==> config.mk <==
export PLATFORM = sky130hd
export DESIGN_NAME = coex_arbiter
export DESIGN_NICKNAME = d
export VERILOG_FILES = /design/src/rtl/coex_pkg.sv /design/src/rtl/coex_sync.sv /design/src/rtl/coex_policy.sv /design/src/rtl/coex_slot_fsm.sv /design/src/rtl/coex_arbiter.sv
export SDC_FILE = /design/constraint.sdc
export NUM_CORES = 1
export LEC_CHECK = 0
export BUFFER_PORTS_ARGS = -buffer_cell sky130_fd_sc_hd__buf_2
export CAP_MARGIN = 30
export CELL_PAD_IN_SITES_DETAIL_PLACEMENT = 0
export CELL_PAD_IN_SITES_GLOBAL_PLACEMENT = 2
export CORE_AREA = 2 2 39 41
export CTS_CLUSTER_DIAMETER = 120
export DETAILED_ROUTE_END_ITERATION = 12
export DIE_AREA = 0 0 41 43
export PLACE_DENSITY = 0.74
export SYNTH_ARGS = -nofsm -noshare
export SYNTH_HDL_FRONTEND = slang
export SYNTH_SLANG_ARGS = --single-unit
==> constraint.sdc <==
create_clock -name clk -period 2.6 [get_ports clk]
set_clock_uncertainty 0.15 [all_clocks]
set_input_delay 0.52 -clock clk [delete_from_list [all_inputs] [get_ports clk]]
set_output_delay 0.52 -clock clk [all_outputs]
set_load 0.01 [all_outputs]
==> src/rtl/coex_pkg.sv <==
// Package: shared types for the coexistence arbiter.
// Assumes: nothing beyond IEEE 1800-2017.
package coex_pkg;

    typedef enum logic {
        SLOT_IDLE = 1'b0,
        SLOT_HELD = 1'b1
    } slot_state_t;

    // Outcome of one slot decision; each field drives one output flop.
    typedef struct packed {
        logic deny;   // refuse the Bluetooth slot
        logic grant;  // Bluetooth owns the medium
        logic ant;    // steer antenna to Bluetooth
    } verdict_t;

endpackage

==> src/rtl/coex_sync.sv <==
// Module: coex_sync
// Multi-stage synchronizer bank that brings asynchronous single-bit lines into
// the clock domain. Assumes each bit is independent (no bus coherence needed).
module coex_sync #(
    parameter int WIDTH  = 2,
    parameter int STAGES = 2
) (
    input  logic             clk,
    input  logic             rst_n,
    input  logic [WIDTH-1:0] async_i,
    output logic [WIDTH-1:0] sync_o
);
    localparam int LAST = STAGES - 1;

    logic [WIDTH-1:0] chain_q [STAGES];

    for (genvar s = 0; s < STAGES; s++) begin : g_stage
        // Purpose: shift each bit one stage deeper, clearing on reset.
        always_ff @(posedge clk) begin
            if (!rst_n) begin
                chain_q[s] <= '0;
            end else if (s == 0) begin
                chain_q[s] <= async_i;
            end else begin
                chain_q[s] <= chain_q[(s == 0) ? 0 : s-1];
            end
        end
    end

    assign sync_o = chain_q[LAST];

endmodule

==> src/rtl/coex_policy.sv <==
// Module: coex_policy
// Combinational slot policy: turns the synchronized priority, the handshake
// mode and the WLAN activity flags into a verdict. Assumes it is only looked at
// on the cycle a new request is seen; the slot FSM does the holding.
module coex_policy
    import coex_pkg::*;
(
    input  logic     three_wire_i,
    input  logic     pri_i,
    input  logic     wlan_busy_i,
    input  logic     wlan_hipri_i,
    input  logic     ant_en_i,
    output verdict_t verdict_o
);
    logic refuse;

    // Purpose: pick the refusal rule for the active handshake.
    always_comb begin
        if (three_wire_i) begin
            refuse = !pri_i && (wlan_busy_i || wlan_hipri_i);
        end else begin
            refuse = wlan_busy_i;
        end
    end

    // Purpose: pack the verdict; the antenna follows a grant only with the
    // priority-line handshake and the bypass enabled.
    always_comb begin
        verdict_o.deny  = refuse;
        verdict_o.grant = !refuse;
        verdict_o.ant   = !refuse && three_wire_i && ant_en_i;
    end

endmodule

==> src/rtl/coex_slot_fsm.sv <==
// Module: coex_slot_fsm
// Holds one verdict per Bluetooth slot. Latches the verdict on the first cycle
// the synchronized request is seen in idle and clears everything on the cycle
// after the synchronized request drops. Assumes req_s_i is already synchronous.
module coex_slot_fsm
    import coex_pkg::*;
(
    input  logic     clk,
    input  logic     rst_n,
    input  logic     req_s_i,
    input  logic     pri_s_i,
    input  logic     three_wire_i,
    input  logic     wlan_busy_i,
    input  verdict_t verdict_i,
    output logic     wl_act_o,
    output logic     holdoff_o,
    output logic     ant_o
);
    slot_state_t state_q;
    logic        deny_q;
    logic        grant_q;
    logic        ant_q;

    // Purpose: slot state and per-slot verdict registers.
    always_ff @(posedge clk) begin
        if (!rst_n) begin
            state_q <= SLOT_IDLE;
            deny_q  <= 1'b0;
            grant_q <= 1'b0;
            ant_q   <= 1'b0;
        end else begin
            case (state_q)
                SLOT_IDLE: if (req_s_i) begin
                    state_q <= SLOT_HELD;
                    deny_q  <= verdict_i.deny;
                    grant_q <= verdict_i.grant;
                    ant_q   <= verdict_i.ant;
                end
                SLOT_HELD: if (!req_s_i) begin
                    state_q <= SLOT_IDLE;
                    deny_q  <= 1'b0;
                    grant_q <= 1'b0;
                    ant_q   <= 1'b0;
                end
                default: state_q <= SLOT_IDLE;
            endcase
        end
    end

    assign wl_act_o  = deny_q;
    assign holdoff_o = grant_q;
    assign ant_o     = ant_q;

    // a decided slot keeps its outputs while the request stays up.
    p_slot_stable_r7: assert property (@(posedge clk) disable iff (!rst_n)
        (state_q == SLOT_HELD && req_s_i) |=> ($stable(wl_act_o) && $stable(holdoff_o) && $stable(ant_o)));

    // a dropped request clears every output on the next edge.
    p_release_r8: assert property (@(posedge clk) disable iff (!rst_n)
        (state_q == SLOT_HELD && !req_s_i) |=> (!wl_act_o && !holdoff_o && !ant_o));

    // high priority on the priority-line handshake is always granted.
    p_hipri_wins_r3: assert property (@(posedge clk) disable iff (!rst_n)
        (state_q == SLOT_IDLE && req_s_i && three_wire_i && pri_s_i) |=> (holdoff_o && !wl_act_o));

    // with the two-wire handshake a busy WLAN refuses the slot.
    p_twowire_busy_r5: assert property (@(posedge clk) disable iff (!rst_n)
        (state_q == SLOT_IDLE && req_s_i && !three_wire_i && wlan_busy_i) |=> (wl_act_o && !holdoff_o));

    // no output while idle and no request is pending.
    p_idle_quiet_r2: assert property (@(posedge clk) disable iff (!rst_n)
        (state_q == SLOT_IDLE && !req_s_i) |=> (!wl_act_o && !holdoff_o && !ant_o));

endmodule

==> src/rtl/coex_arbiter.sv <==
// Module: coex_arbiter (top)
// WLAN-side coexistence arbiter for the two-wire and three-wire Bluetooth
// handshakes. Synchronizes the Bluetooth lines, applies the slot policy and
// holds the verdict per slot. Assumes WLAN flags are in the clk domain.
module coex_arbiter #(
    parameter int SYNC_STAGES = 2
) (
    input  logic clk,
    input  logic rst_n,
    input  logic three_wire_i,
    input  logic ant_bypass_en_i,
    input  logic bt_req_i,
    input  logic bt_pri_i,
    input  logic wlan_busy_i,
    input  logic wlan_hipri_i,
    output logic wl_act_o,
    output logic ant_sw_o,
    output logic wlan_holdoff_o
);
    import coex_pkg::*;

    localparam int BT_LINES = 2;
    localparam int IDX_REQ  = 0;
    localparam int IDX_PRI  = 1;

    logic [BT_LINES-1:0] bt_sync;
    verdict_t            verdict;

    coex_sync #(
        .WIDTH  (BT_LINES),
        .STAGES (SYNC_STAGES)
    ) u_sync (
        .clk     (clk),
        .rst_n   (rst_n),
        .async_i ({bt_pri_i, bt_req_i}),
        .sync_o  (bt_sync)
    );

    coex_policy u_policy (
        .three_wire_i (three_wire_i),
        .pri_i        (bt_sync[IDX_PRI]),
        .wlan_busy_i  (wlan_busy_i),
        .wlan_hipri_i (wlan_hipri_i),
        .ant_en_i     (ant_bypass_en_i),
        .verdict_o    (verdict)
    );

    coex_slot_fsm u_slot (
        .clk          (clk),
        .rst_n        (rst_n),
        .req_s_i      (bt_sync[IDX_REQ]),
        .pri_s_i      (bt_sync[IDX_PRI]),
        .three_wire_i (three_wire_i),
        .wlan_busy_i  (wlan_busy_i),
        .verdict_i    (verdict),
        .wl_act_o     (wl_act_o),
        .holdoff_o    (wlan_holdoff_o),
        .ant_o        (ant_sw_o)
    );

    // refusal and hold-off are never raised together.
    p_deny_grant_excl_r4: assert property (@(posedge clk) disable iff (!rst_n)
        !(wl_act_o && wlan_holdoff_o));

    // the antenna is only steered for a granted slot.
    p_ant_needs_grant_r6: assert property (@(posedge clk) disable iff (!rst_n)
        ant_sw_o |-> wlan_holdoff_o);

    // reset clears the outputs on the following edge.
    p_reset_clear_r1: assert property (@(posedge clk)
        !rst_n |=> (!wl_act_o && !wlan_holdoff_o && !ant_sw_o));

endmodule

After elaboration in Yosys (flattened, before gate mapping)
Memories as Yosys holds them, arrays and structs flattened.
Index checks and enable logic that the tools add are counted.
Widths: inputs -> output; s select.
{ "totals": {"output_inout_bits": 3, "mem_bits_rw": 4, "mem_count": 1, "word_cells": 30, "reg_bits": 4} }
{ "classes": {"reduce_logical": 7, "bitwise_logic": 3, "n_eq_ne": 2, "muxes": 13} }
{ "memory_table": {"columns": ["memory", "words", "width", "read_ports", "rd_clocked_by_memory_dff", "wr", "line", "source"], "rows": [
  ["u_sync.chain_q", 2, 2, 2, 0, 2, "coex_sync.sv:15", "logic [WIDTH-1:0] chain_q [STAGES];"]
]} }
{ "ops": {"columns": ["operator", "n"], "rows": [
  ["$mux 1", 8],
  ["$pmux 1 s2", 3],
  ["$mux 2", 2],
  ["$ne 2x2->1 const B", 2],
  ["$logic_and 1x1->1", 3],
  ["$logic_not 1->1", 2],
  ["$or 1x1->1", 2],
  ["$reduce_and 2->1", 1],
  ["$logic_or 1x1->1", 1],
  ["$not 1->1", 1]
]} }

Depth between registers and ports, before layout
{ "depth": {"word_depth": 8, "mapped_depth": 3} }

Cells and area by module
A second synthesis with hierarchy kept.
{ "unflattened": {"cells_unflattened": 30, "hier_area_um2": 291.5} }
{ "modules_own_cells": {"columns": ["module", "seq_area_each_um2", "area_each_um2", "cells_per_inst", "instances"], "rows": [
  ["coex_slot_fsm", 80.1, 143.9, 16, 1],
  ["coex_sync", 80.1, 105.1, 8, 1],
  ["coex_policy", 0.0, 42.5, 6, 1]
]} }

Worst setup path after synthesis
OpenSTA, ideal clock, no wires.
{ "synth_path": {"path_kind": "input-to-reg", "start": "input port wlan_hipri_i", "end": "register u_slot.deny_q, in the netlist u_slot.wl_act_o", "setup_ps": 116, "arrival_ps": 822, "required_ps": 2334, "path_buffers": 0, "setup_slack_ps": 1512, "path_stages": 3, "path_cell_list": "a21oi_2 nand3b_1 a21boi_1"} }
{ "synth_between": {"elab_chain_cells": 5} }
{ "synth_lines": {"columns": ["item", "line", "source"], "rows": [
  ["start, declared", "coex_arbiter.sv:15", "input logic wlan_hipri_i,"],
  ["$logic_or 1x1->1", "coex_policy.sv:20", "refuse = !pri_i && (wlan_busy_i || wlan_hipri_i);"],
  ["$logic_and 1x1->1", "coex_policy.sv:20", null],
  ["$mux 1", "coex_policy.sv:19", "if (three_wire_i) begin"],
  ["$mux 1", "coex_slot_fsm.sv:33", "SLOT_IDLE: if (req_s_i) begin"],
  ["$pmux 1 s2", "coex_slot_fsm.sv:32", "case (state_q)"],
  ["end signal, assigned", "coex_slot_fsm.sv:35", "deny_q <= verdict_i.deny;"],
  ["end, declared", "coex_slot_fsm.sv:20", "logic deny_q;"]
]} }
Every way passes these cells. The select of a mux whose other input is x is not followed.
A chain may end at the register's enable or synchronous reset.

Worst setup path in the final report
{ "layout_path": {"start": "register u_slot.ant_q, in the netlist u_slot.ant_o", "end": "output port ant_sw_o"} }
{ "layout_rtl": {"columns": ["item", "line", "source"], "rows": [
  ["start, declared", "coex_slot_fsm.sv:22", "logic ant_q;"],
  ["start signal, assigned", "coex_slot_fsm.sv:37", "ant_q <= verdict_i.ant;"],
  ["end, declared", "coex_arbiter.sv:17", "output logic ant_sw_o,"]
]} }
No word-level cell between the ends.

==> flow_summary.json <==
{
  "startpoint_type": "flip-flop",
  "layout-drive-gt1-share_pct": 34.1,
  "placement.io_buffers": 10,
  "arrival_ns": 0.70,
  "die_y_um": 43,
  "outcome": "complete, no violations",
  "h-tree-depth": 1,
  "max_stage_delay_ns": 0.32,
  "fin_cells": 57,
  "crit_fanout": 2,
  "worstMarginPinSlew_ns": 0.244,
  "clock_latency_ns": 0.24,
  "synth-seq-cells": 8,
  "n_fill_cell": 149,
  "fin_tns_setup_ns": 0,
  "worstSetupEndpointType": "primary output",
  "cts_sinks": 8,
  "diodes": 0,
  "root_buffer": "clkbuf_4",
  "gp_congestion": 0.613,
  "nets": 51,
  "cts_tree": "done",
  "pin_count": 11,
  "ff_latch_area_sq_um": 160,
  "vdd.ir_drop.worst_mv": 0.290,
  "multi_input_area_sq_um": 118,
  "rsz0062_at_grt": "false",
  "synth_cell_types": 15,
  "cp.buffers_inverters": 1,
  "hold_viol": 0,
  "die_w_um": 41,
  "ctsResizeCount": 0,
  "cts_max_path_buffers": 2,
  "hold_class": "reg2reg",
  "p_leak_nw": 0.159,
  "cp_cell_sequence": "buf_2",
  "p_total_mw": 0.241,
  "drt_iter0_markers": 2,
  "netlist_instances": 29,
  "finalInstanceArea_sq_um": 370,
  "synth_nets": 37,
  "overflow": 0,
  "antenna_found_initial": 0,
  "fmax_mhz": 729,
  "setup_ws_ns": 1.23,
  "numCtsBuffers": 3,
  "vias_per_cell": 3.81,
  "setup_violations": 0,
  "ctsHoldBuffers": 0,
  "grt_util_all_layers_pct": 6.74,
  "detail_route.wl_per_cell_um": 8.09,
  "syn-cell-area_sq_um": 283,
  "dr_total_vias": 217,
  "finalCritPeriodShare_pct": 52.7,
  "syn_to_final_growth_pct": 31.0,
  "path_delay_family": "flip-flops",
  "grt_pass1_wl_um": 703,
  "placed_area_sq_um": 348,
  "wl_um": 461,
  "coreArea_sq_um": 1380,
  "criticalPathCategory": "reg2out",
  "dp_cells": 54,
  "post-route-min-period_ns": 1.37,
  "route.detailed.drc": 0,
  "grt_pass1_vias": 181,
  "dr.pass1.iters": 2,
  "cap_violations": 0,
  "ys_warn_count": 0,
  "rows": 14,
  "critPathSlowestCell": "dfxtp_1",
  "clk_pin_slew_ns": 0.06,
  "synth_area_per_cell_sq_um": 9.75,
  "grt_max_degree": 11,
  "final_util_pct": 26.8,
  "dieArea_sq_um": 1760,
  "cp.required_ns": 1.93,
  "dp_slack_ns": 1.33,
  "p_per_area_nw_per_um2": 650,
  "ys_seq_area_share_pct": 56.6,
  "ant_nets": 0,
  "post-cts-setup-buffers": 0,
  "initial_core_util_pct": 20.4,
  "relSlewSlack_pct": 83.6,
  "holdWs_ns": 0.274,
  "maxSlewViolCount": 0
}
[Yosys cell counts (all sizes together)]
cell    n  area, sq um
nand4   1         6.26
o21ai   2         10.0
and2    5         31.3
dfxtp   8          160
nand2   3         11.3
nand3b  1         7.51
a21oi   2         13.8
nor2    1         3.75
clkbuf  1         5.00
xnor2   1         8.76
and2b   1         7.51
nand3   2         10.0
a21boi  1         7.51
[power by group]
part	leakage (nW)	internal [mW]	switching [mW]
registers	0.0656	0.127	0.00190
logic	0.0799	0.00950	0.00846
clock network	0.0138	0.0527	0.0407
total	0.159	0.190	0.0511
[path summary, 6_finish.rpt]
| path | start | to | slack (ns) | cells after the start |
|---|---|---|---|---|
| worst max register to register | u_slot.state_q$_SDFF_PN0_ | u_slot.wl_act_o$_SDFFE_PN0P_ | 1.62 | 3 |
| worst min register to register | u_sync.chain_q[0][0]$_SDFF_PN0_ | u_sync.chain_q[1][0]$_SDFF_PN0_ | 0.27 | 1 |
| worst max-delay path | u_slot.ant_o$_SDFFE_PN0P_ | ant_sw_o | 1.23 | 1 |
| worst min-delay path | u_sync.chain_q[0][0]$_SDFF_PN0_ | u_sync.chain_q[1][0]$_SDFF_PN0_ | 0.27 | 1 |
[cell type report]
cell class	count	area share, %
Clock buffer	3	6.08
Multi-Input combinational cell	20	31.8
Sequential cell	8	43.2
Tap cell	16	5.41
Timing Repair Buffer	10	13.5
[layer usage]
metal | up-vias | GRT usage (%) | wire, um
li1 | 121 | - | -
met1 | 85 | 6.80 | 246
met2 | 11 | 7.81 | 161
met3 | 0 | 7.85 | 53
met4 | 0 | 4.00 | 0
met5 | - | 0 | 0
[cells in the final DEF (no fill, tap or decap), drive strengths merged]
| master | Yosys | final |
|---|---|---|
| o21ai | 2 | 2 |
| and2 | 5 | 5 |
| clkbuf | 1 | 3 |
| and2b | 1 | 1 |
| nand4 | 1 | 1 |
| a21boi | 1 | 1 |
| nand3b | 1 | 1 |
| nor2 | 1 | 1 |
| dfxtp | 8 | 8 |
| nand3 | 2 | 2 |
| xnor2 | 1 | 1 |
| a21oi | 2 | 2 |
| nand2 | 3 | 3 |
| buf | 0 | 10 |
[registers in the layout, indices dropped and copies added (netlist names)]
signal	flops
u_slot.holdoff_o	1
u_slot.state_q	1
u_sync.chain_q	4
u_slot.wl_act_o	1
u_slot.ant_o	1
[kinds of logic after synthesis]
group | count (synthesis) | synth area share [%]
AND/OR/NAND/NOR | 14 | 27.4
flip-flops | 8 | 56.6
AO/OA/AOI/OAI | 5 | 11.1
XOR/XNOR | 1 | 3.10
buffers and inverters | 1 | 1.77
No activity file was read; power rests on OpenSTA's default activity.
